[src/rtl/legacy_io_pkg.sv]
package legacy_io_pkg;

  localparam int NUM_FN   = 4;
  localparam int IDX_FM   = 0;
  localparam int IDX_DSP  = 1;
  localparam int IDX_MIDI = 2;
  localparam int IDX_GAME = 3;

  localparam logic [3:0] CMD_IO_RD = 4'b0010;
  localparam logic [3:0] CMD_IO_WR = 4'b0011;

  // Base address for a function and its 2-bit selector.
  function automatic logic [15:0] fn_base(input int fn, input logic [1:0] s);
    logic [15:0] b;
    b = 16'h0000;
    case (fn)
      IDX_FM: begin
        case (s)
          2'd0: b = 16'h0388;
          2'd1: b = 16'h0398;
          2'd2: b = 16'h03A0;
          default: b = 16'h03A8;
        endcase
      end
      IDX_DSP: b = 16'h0220 + {9'd0, s, 5'd0};
      IDX_MIDI: begin
        case (s)
          2'd0: b = 16'h0330;
          2'd1: b = 16'h0300;
          2'd2: b = 16'h0332;
          default: b = 16'h0334;
        endcase
      end
      default: begin
        case (s)
          2'd0: b = 16'h0201;
          2'd1: b = 16'h0202;
          2'd2: b = 16'h0204;
          default: b = 16'h0205;
        endcase
      end
    endcase
    return b;
  endfunction

  // Window size in bytes for a function.
  function automatic logic [4:0] fn_span(input int fn);
    case (fn)
      IDX_FM:   return 5'd4;
      IDX_DSP:  return 5'd16;
      IDX_MIDI: return 5'd2;
      default:  return 5'd1;
    endcase
  endfunction

endpackage

[src/rtl/io_window_match.sv]
module io_window_match #(
  parameter int ADDR_W  = 16,
  parameter int ALIAS_W = 10,
  parameter int OFS_W   = 4
) (
  input  logic [ADDR_W-1:0] addr,
  input  logic [ADDR_W-1:0] base,
  input  logic [OFS_W:0]    span,
  input  logic              alias_short,
  output logic              hit,
  output logic [OFS_W-1:0]  offset
);

  localparam int PAD_W = ADDR_W - ALIAS_W;

  logic [ADDR_W-1:0]  diff_full;
  logic [ALIAS_W-1:0] diff_low;
  logic [ADDR_W-1:0]  diff_sel;
  logic [ADDR_W-1:0]  span_ext;

  always_comb begin
    diff_full = addr - base;
    diff_low  = addr[ALIAS_W-1:0] - base[ALIAS_W-1:0];
    diff_sel  = alias_short ? {{PAD_W{1'b0}}, diff_low} : diff_full;
    span_ext  = {{(ADDR_W-OFS_W-1){1'b0}}, span};
    hit       = (diff_sel < span_ext);
    offset    = diff_sel[OFS_W-1:0];
  end

endmodule

[src/rtl/io_fn_router.sv]
module io_fn_router #(
  parameter int NFN   = 4,
  parameter int OFS_W = 4
) (
  input  logic [NFN-1:0]            win_hit,
  input  logic [NFN-1:0][OFS_W-1:0] win_ofs,
  input  logic [NFN-1:0]            fn_en,
  input  logic                      cycle_ok,
  output logic [NFN-1:0]            sel,
  output logic [OFS_W-1:0]          ofs,
  output logic                      claim
);
  import legacy_io_pkg::*;

  logic [OFS_W-1:0] dsp_ofs;
  logic             dsp_live;
  logic             dsp_to_fm;

  always_comb begin
    dsp_ofs   = win_ofs[IDX_DSP];
    dsp_live  = cycle_ok && win_hit[IDX_DSP] && fn_en[IDX_DSP];
    // FM register pairs mirrored at DSP offsets 0..3 and 8..9
    dsp_to_fm = (dsp_ofs[3:2] == 2'b00) || (dsp_ofs[3:1] == 3'b100);
    sel = '0;
    ofs = '0;
    if (dsp_live) begin
      if (dsp_to_fm) begin
        sel[IDX_FM] = 1'b1;
        ofs = {{(OFS_W-2){1'b0}}, dsp_ofs[1:0]};
      end else begin
        sel[IDX_DSP] = 1'b1;
        ofs = dsp_ofs;
      end
    end else if (cycle_ok && win_hit[IDX_FM] && fn_en[IDX_FM]) begin
      sel[IDX_FM] = 1'b1;
      ofs = win_ofs[IDX_FM];
    end else if (cycle_ok && win_hit[IDX_MIDI] && fn_en[IDX_MIDI]) begin
      sel[IDX_MIDI] = 1'b1;
      ofs = win_ofs[IDX_MIDI];
    end else if (cycle_ok && win_hit[IDX_GAME] && fn_en[IDX_GAME]) begin
      sel[IDX_GAME] = 1'b1;
      ofs = win_ofs[IDX_GAME];
    end
    claim = |sel;
  end

endmodule

[src/rtl/legacy_io_decode.sv]
module legacy_io_decode #(
  parameter int ADDR_W  = 16,
  parameter int ALIAS_W = 10,
  parameter int OFS_W   = 4,
  parameter int SEL_W   = 2
) (
  input  logic              clk,
  input  logic              rst,
  input  logic              io_valid,
  input  logic [3:0]        io_cmd,
  input  logic [ADDR_W-1:0] io_addr,
  input  logic              cfg_disable,
  input  logic              cfg_alias10,
  input  logic              en_fm,
  input  logic              en_dsp,
  input  logic              en_midi,
  input  logic              en_game,
  input  logic [SEL_W-1:0]  base_fm,
  input  logic [SEL_W-1:0]  base_dsp,
  input  logic [SEL_W-1:0]  base_midi,
  input  logic [SEL_W-1:0]  base_game,
  output logic [3:0]        hit_sel,
  output logic [OFS_W-1:0]  hit_offset,
  output logic              hit_claim
);
  import legacy_io_pkg::*;

  localparam int NFN = NUM_FN;

  logic [NFN-1:0][SEL_W-1:0] base_sel;
  logic [NFN-1:0]            fn_en;
  logic [NFN-1:0]            win_hit;
  logic [NFN-1:0][OFS_W-1:0] win_ofs;
  logic                      cycle_ok;
  logic [NFN-1:0]            sel_d;
  logic [OFS_W-1:0]          ofs_d;
  logic                      claim_d;

  always_comb begin
    base_sel[IDX_FM]   = base_fm;
    base_sel[IDX_DSP]  = base_dsp;
    base_sel[IDX_MIDI] = base_midi;
    base_sel[IDX_GAME] = base_game;
    fn_en[IDX_FM]      = en_fm;
    fn_en[IDX_DSP]     = en_dsp;
    fn_en[IDX_MIDI]    = en_midi;
    fn_en[IDX_GAME]    = en_game;
    cycle_ok = io_valid && !cfg_disable &&
               ((io_cmd == CMD_IO_RD) || (io_cmd == CMD_IO_WR));
  end

  for (genvar g = 0; g < NFN; g++) begin : g_win
    logic [ADDR_W-1:0] base_addr;
    logic [OFS_W:0]    span;
    always_comb begin
      base_addr = ADDR_W'(fn_base(g, base_sel[g]));
      span      = (OFS_W+1)'(fn_span(g));
    end
    io_window_match #(
      .ADDR_W (ADDR_W),
      .ALIAS_W(ALIAS_W),
      .OFS_W  (OFS_W)
    ) match_i (
      .addr       (io_addr),
      .base       (base_addr),
      .span       (span),
      .alias_short(cfg_alias10),
      .hit        (win_hit[g]),
      .offset     (win_ofs[g])
    );
  end

  io_fn_router #(
    .NFN  (NFN),
    .OFS_W(OFS_W)
  ) router_i (
    .win_hit (win_hit),
    .win_ofs (win_ofs),
    .fn_en   (fn_en),
    .cycle_ok(cycle_ok),
    .sel     (sel_d),
    .ofs     (ofs_d),
    .claim   (claim_d)
  );

  always_ff @(posedge clk) begin
    if (rst) begin
      hit_sel    <= '0;
      hit_offset <= '0;
      hit_claim  <= 1'b0;
    end else begin
      hit_sel    <= sel_d;
      hit_offset <= ofs_d;
      hit_claim  <= claim_d;
    end
  end

endmodule

[config.mk]
export PLATFORM = sky130hd
export DESIGN_NAME = legacy_io_decode
export DESIGN_NICKNAME = d
export VERILOG_FILES = /design/src/rtl/legacy_io_pkg.sv /design/src/rtl/io_window_match.sv /design/src/rtl/io_fn_router.sv /design/src/rtl/legacy_io_decode.sv
export SDC_FILE = /design/constraint.sdc
export NUM_CORES = 1
export LEC_CHECK = 0
export ABC_AREA = 1
export ABC_CLOCK_PERIOD_IN_PS = 2200
export CAP_MARGIN = 20
export CORE_MARGIN = 3
export CORE_UTILIZATION = 38
export CTS_CLUSTER_SIZE = 8
export DETAILED_ROUTE_END_ITERATION = 10
export GPL_ROUTABILITY_DRIVEN = 0
export PLACE_DENSITY = 0.68
export SLEW_MARGIN = 20
export SYNTH_ARGS = -nofsm -noshare
export SYNTH_HDL_FRONTEND = slang
export SYNTH_SLANG_ARGS = --single-unit
export TNS_END_PERCENT = 20
[constraint.sdc]
create_clock -name clk -period 2.2 [get_ports clk]
set_input_delay 0.33 -clock clk [delete_from_list [all_inputs] [get_ports clk]]
set_output_delay 0.33 -clock clk [all_outputs]
set_load 0.03 [all_outputs]
==> results of run 1 <==
-- repair_timing --
| item | in CTS | in global routing |
|---|---|---|
| setup buffers | 9 | 2 |
| resized for setup | 61 | 67 |
| pin swaps | 44 | 39 |
| setup endpoints to repair | 9 | 9 |
-- power by group --
group          switching, uW  total (uW)  internal [uW]
clock                   61.1         187            126
sequential           0.00449         164            164
combinational            259         508            249
total                    320         858            539
-- state kept, by name, summed over array words and instances, names as in the netlist --
name	cells
hit_offset	4
hit_sel	4
hit_claim	1
-- final cells by class --
class / count / area (um2) / share of cell area, %
Timing Repair Buffer: 97 / 826 / 28.3
Clock buffer: 4 / 45.0 / 1.55
Inverter: 59 / 229 / 7.86
Tap cell: 50 / 62.6 / 2.15
Multi-Input combinational cell: 226 / 1570 / 53.9
Sequential cell: 9 / 180 / 6.18
-- kinds of logic (layout without fill, tap and decap cells) --
| family | count (synthesis) | count (layout) | share of synthesized area [%] |
|---|---|---|---|
| simple gates | 177 | 177 | 46.2 |
| buf+inv | 62 | 160 | 15.4 |
| compound gates | 24 | 24 | 8.43 |
| fa+ha+maj | 21 | 21 | 17.3 |
| flops | 9 | 9 | 10.7 |
| xor+xnor | 4 | 4 | 2.07 |
-- layout by cell type, fill, tap and decap left out, types with 2 or more instances in the layout --
master | Yosys | final
o21ai_2 | 1 | 3
nor2_1 | 29 | 20
dfxtp_1 | 9 | 9
a21oi_1 | 11 | 9
nand3_1 | 29 | 26
buf_4 | 0 | 49
nor3_2 | 0 | 5
inv_1 | 52 | 40
buf_6 | 3 | 8
nor2_4 | 3 | 5
nand2_4 | 1 | 4
fa_2 | 0 | 4
nand3_2 | 0 | 3
clkbuf_2 | 0 | 6
nor2_2 | 2 | 9
nand2_1 | 90 | 79
nand2_2 | 4 | 12
a21oi_2 | 3 | 4
ha_2 | 0 | 2
o21ai_1 | 1 | 2
ha_1 | 17 | 5
ha_4 | 0 | 10
inv_2 | 6 | 17
clkdlybuf4s50_1 | 0 | 29
dlygate4sd2_1 | 0 | 4
nor3_1 | 11 | 6
clkbuf_8 | 0 | 3
nand4_1 | 5 | 5
xnor2_1 | 3 | 2
-- tightest hold or removal path: cells and delay by family --
family	cells	cell delay (ns)
buffers and inverters	3	0.33
AND/OR/NAND/NOR	1	0.06
-- through the flow --
| stage | instances | TNS (ns) | power (uW) |
|---|---|---|---|
| 6_report | 445 | -0.0173 | 858 |
| 5_1_grt | 445 | -0.407 | 925 |
| 4_1_cts | 443 | 0 | 789 |
| 3_5_place_dp | 430 | -5.19 | 564 |
| 3_3_place_gp | 430 | -4.92 | 556 |
| 2_1_floorplan | 297 | 0 | 381 |
-- layer usage --
metal	up-vias	track usage [%]	part of all wire, %
met5	-	0	0
met3	18	2.34	6.4
li1	1124	-	-
met2	84	38.1	53
met4	0	6.56	2.6
met1	989	22.5	38
-- path summary, 6_finish.rpt --
kind / start / end / slack [ns] / cells past startpoint
setup / recovery: base_fm[0] / hit_offset[0]$_SDFF_PP0_ / -0.02 / 16
hold / removal: io_addr[3] / hit_offset[3]$_SDFF_PP0_ / 0.54 / 4
==> results.yml, run 1 <==
final_layout:
  finish.net_count: 454
  final_area_um2: 2910
  n_antenna_cell: 0
  drive_gt1_share_pct: 38.7
  n_fill_cell: 344
  area_delta_synth_final_pct: 72.3
  final_util_pct: 70.3
drt:
  drtIter0Drc: 81
  viasPerCell: 4.98
  drtPass1Iterations: 5
  postRouteAntennaNets: 0
  routed_wl_mm: 5.48
  vias: 2215
  drc: 0
  avgRoutedWirePerCell_um: 12.3
place:
  dp_slack_ns: -0.683
  port_buffers: 44
  dpl.hpwl_mm: 4.01
  place_area_um2: 2480
clocking:
  cts_made_buffers: 3
  clockBufferDepth: 2
  root_buffer: "clkbuf_8"
  clock-sinks: 9
  cts_tree: "yes"
  cts.htree.levels: 1
  clk_pin_slew_ns: 0.04
  cts_hold_buf: 0
worst_setup_path:
  crit_path_max_fanout: 4
  cp_data_arrival_time_ns: 2.38
  critPathLaunchType: "primary input"
  cp-end-kind: "register"
  cp_slowest_stage_delay_ns: 0.43
  crit_type: "in2reg"
  crit_family: "simple AND/OR/NAND/NOR gates"
  cp_cell_sequence: "buf_6 -> or2_4 -> ha_4 -> inv_4 -> fa_2 -> nor3_2 -> nand3_1 -> nor3_2 -> nand3_2 -> inv_2 -> a21oi_4 -> nand2_1 -> nand2_1 -> nand2_1 -> inv_1 -> nor2_1"
  critical_path_required_ns: 2.37
  path_buf_inv: 4
  crit_slowest_cell: "fa_2"
  crit_top_cell: "nand2_1"
timing:
  rsz0062_at_grt: "yes"
  max_slew_margin_pct: 79.3
  min_period_ns: 2.22
  max_freq_mhz: 451
  fin_ws_ns: -0.0173
  fin_crit_sh_pct: 101
  setup_viol: 1
  holdWs_ns: 0.539
  slew_viol_final: 0
  finalHoldViolations: 0
  worst_pin_slew_ns: 0.310
flow_run:
  cap_violations: 0
logic_synthesis:
  ys_top_cells_by_count: "nand2_1, inv_1, nand3_1, nor2_1, ha_1"
  yosysMostFrequentCell: "nand2_1"
  synth_top_area_share_pct: 20.0
  synth_edf_count: 0
  syn_inst: 297
  synthTopCellsByArea: "nand2_1, ha_1, inv_1"
  synthDistinctLibCells: 29
  syn_area_per_cell_um2: 5.70
  synthArstFlopShare_pct: 0
  ys_ff_latch: 9
  yosys.area.top_type: "nand2_1"
  syn_area_um2: 1690
  ys.warnings.count: 0
  syn-num-nets: 355
  ys.flop_type: "dfxtp_1"
  ys_seq_area_share_pct: 10.7
run_status:
  violations: "setup timing"
  status: "complete, but fails checks"
floorplanning:
  core_area_um2: 4140
  initial_core_util_pct: 40.8
  die_h_um: 72.7
  dieArea_um2: 5290
  fp.dieW_um: 72.7
  num_rows: 23
  ioPinCount: 46
global_route:
  grt_max_degree: 12
  grt_pass1_vias: 2115
  overflow: 0
  antenna_found_initial: 0
  grt_pass1_wl_mm: 8.58
  grt_util_all_layers_pct: 19.9
pwr:
  peakVddDrop_mv: 0.163
  p_leak_uw: 0.00146
  cellPowerDensity_nw_per_um2: 295
min_path:
  hold_path_class: "in2reg"
Note: power is estimated with default switching activity, not from simulation.
==> run 2: changes to the inputs <==
--- a/config.mk
+++ b/config.mk
@@ -9,11 +9,11 @@
 export ABC_CLOCK_PERIOD_IN_PS = 2200
 export CAP_MARGIN = 20
 export CORE_MARGIN = 3
-export CORE_UTILIZATION = 38
+export CORE_UTILIZATION = 25
 export CTS_CLUSTER_SIZE = 8
 export DETAILED_ROUTE_END_ITERATION = 10
 export GPL_ROUTABILITY_DRIVEN = 0
-export PLACE_DENSITY = 0.68
+export HOLD_SLACK_MARGIN = 0.05
 export SLEW_MARGIN = 20
 export SYNTH_ARGS = -nofsm -noshare
 export SYNTH_HDL_FRONTEND = slang
==> run 2 against run 1 <==
Effect of this change:
- the flow now finishes without violations
- fmax is 0.79% higher
- power is 2.6% lower
- sequential power hardly changed
- critical path type unchanged
- critical endpoint unchanged
- largest power group unchanged
==> results.yml, run 2 (synthesis gave the netlist of run 1 again) <==
floorplanning:
  fp.dieW_um: 88.3
  core_area_um2: 6460
  initial_core_util_pct: 26.2
  dieArea_um2: 7790
  num_rows: 29
  ioPinCount: 46
  die_h_um: 88.3
timing:
  max_freq_mhz: 455
  worst_pin_slew_ns: 0.304
  max_slew_margin_pct: 79.6
  min_period_ns: 2.20
  finalHoldViolations: 0
  setup_viol: 0
  fin_crit_sh_pct: 100
  tns_ns: 0
  rsz0062_at_grt: "yes"
  slew_viol_final: 0
place:
  dpl.hpwl_mm: 4.22
  port_buffers: 44
  place_area_um2: 2550
clocking:
  clockBufferDepth: 2
  clk_pin_slew_ns: 0.04
  clock-sinks: 9
  cts.htree.levels: 1
  cts_tree: "yes"
  cts_made_buffers: 3
  root_buffer: "clkbuf_8"
global_route:
  overflow: 0
  busiest_layer: "met2"
  grt_use_met1_pct: 16.1
  antenna_found_initial: 0
  grt_max_degree: 12
  grt_pass1_vias: 2099
  use_met3_pct: 0.745
  grt_util_all_layers_pct: 13.4
  globalRouteMet2Util_pct: 25.6
  grt_pass1_wl_mm: 8.55
final_layout:
  finish.net_count: 457
  final_cell_mix: "nand2_1, buf_4, inv_1"
  area_delta_synth_final_pct: 75.5
  final_common_cell: "nand2_1"
  n_antenna_cell: 0
  final_util_pct: 46.0
  drive_gt1_share_pct: 37.9
  final_area_um2: 2970
  top_regs: "hit_offset (4), hit_sel (4), hit_claim (1)"
min_path:
  hold_path_class: "in2reg"
worst_setup_path:
  crit_type: "in2reg"
  critPathLaunchType: "primary input"
  cp-end-kind: "register"
  crit_path_max_fanout: 2
  cp_data_arrival_time_ns: 2.36
  critical_path_required_ns: 2.36
pwr:
  peakVddDrop_mv: 0.126
  seqPwrFrac_pct: 19.6
  switching_share_pct: 36.1
  cellPowerDensity_nw_per_um2: 282
  switchingPower_uw: 302
  comb_power_share_pct: 58.9
  clkPwrFrac_pct: 21.5
  p_int_uw: 534
  power.total_uw: 836
  p_leak_uw: 0.00148
drt:
  routed_wl_mm: 5.24
  drtIter0Drc: 121
  vias: 2159
  drtPass1Iterations: 4
  drc: 0
  postRouteAntennaNets: 0
  viasPerCell: 4.55
  avgRoutedWirePerCell_um: 11.0
run_status:
  status: "finished, final reports clean"
flow_run:
  cap_violations: 0
==> run 2: cell count changes in the layout (fill, tap and decap cells not counted), moves of 2 or more <==
cell,delta
nand2_1,-7
dlygate4sd2_1,+2
clkdlybuf4s15_1,+3
nand2_2,+6
o21ai_0,+3
nand3_2,+5
o21ai_1,-2
ha_1,+4
ha_4,-3
nand3_1,-5
nor2_1,+2
clkbuf_2,-5
==> run 2: metrics by stage <==
step / instances / worst slack [ns] / hold slack [ns]
2_1_floorplan: 297 / 0.0154 / 0.402
6_report: 475 / 0.000143 / 0.531
4_1_cts: 472 / -0.0139 / 0.637
3_5_place_dp: 462 / -0.697 / 0.923
3_3_place_gp: 462 / -0.670 / 0.935
5_1_grt: 475 / -0.123 / 0.563
==> run 2: final timing paths <==
check | slack (ns) | depth (start not counted) | to | from
worst max-delay path | 0.0001 | 15 | hit_offset[0]$_SDFF_PP0_ | base_fm[0]
worst min-delay path | 0.53 | 4 | hit_offset[3]$_SDFF_PP0_ | io_addr[3]
==> run 2: critical path: stages <==
cell and delay (ns):
buf_6 0.09, or2_4 0.25, ha_4 0.15, inv_2 0.06, fa_2 0.43, nor3_2 0.21
nand3_1 0.10, nor3_2 0.17, nand3_2 0.13, buf_6 0.14, nand2_4 0.05, nor2_2 0.03
nand2_1 0.05, nand2_1 0.06, nor2_1 0.10
==> run 2: power by group through the flow <==
stage / combinational (uW) / sequential [uW] / clock [uW]
after floorplan: 214 / 167 / 0
after global placement: 397 / 167 / 0
after detailed placement: 405 / 167 / 0
after CTS: 442 / 164 / 185
after global routing: 548 / 164 / 199
final: 492 / 164 / 180
==> run 2: per-layer routing <==
layer  routed length (um)  share of wire [%]
met1                 2230                 43
met2                 2680                 51
met3                  281                5.4
met4                   47               0.90
met5                    0                  0
==> run 2: timing repair <==
action,4_1_cts,5_1_grt
setup endpoints to repair,9,9
hold buffers,0,0
pin swaps,42,38
endpoints found under the hold margin,0,0
buffers inserted,6,3
resized for setup,70,49
==> run 2: cell type report <==
class	instances	area (um2)
Tap cell	77	96.3
Timing Repair Buffer	100	880
Fill cell	687	3490
Clock buffer	4	45.0
Multi-Input combinational cell	226	1540
Sequential cell	9	180
Inverter	59	229
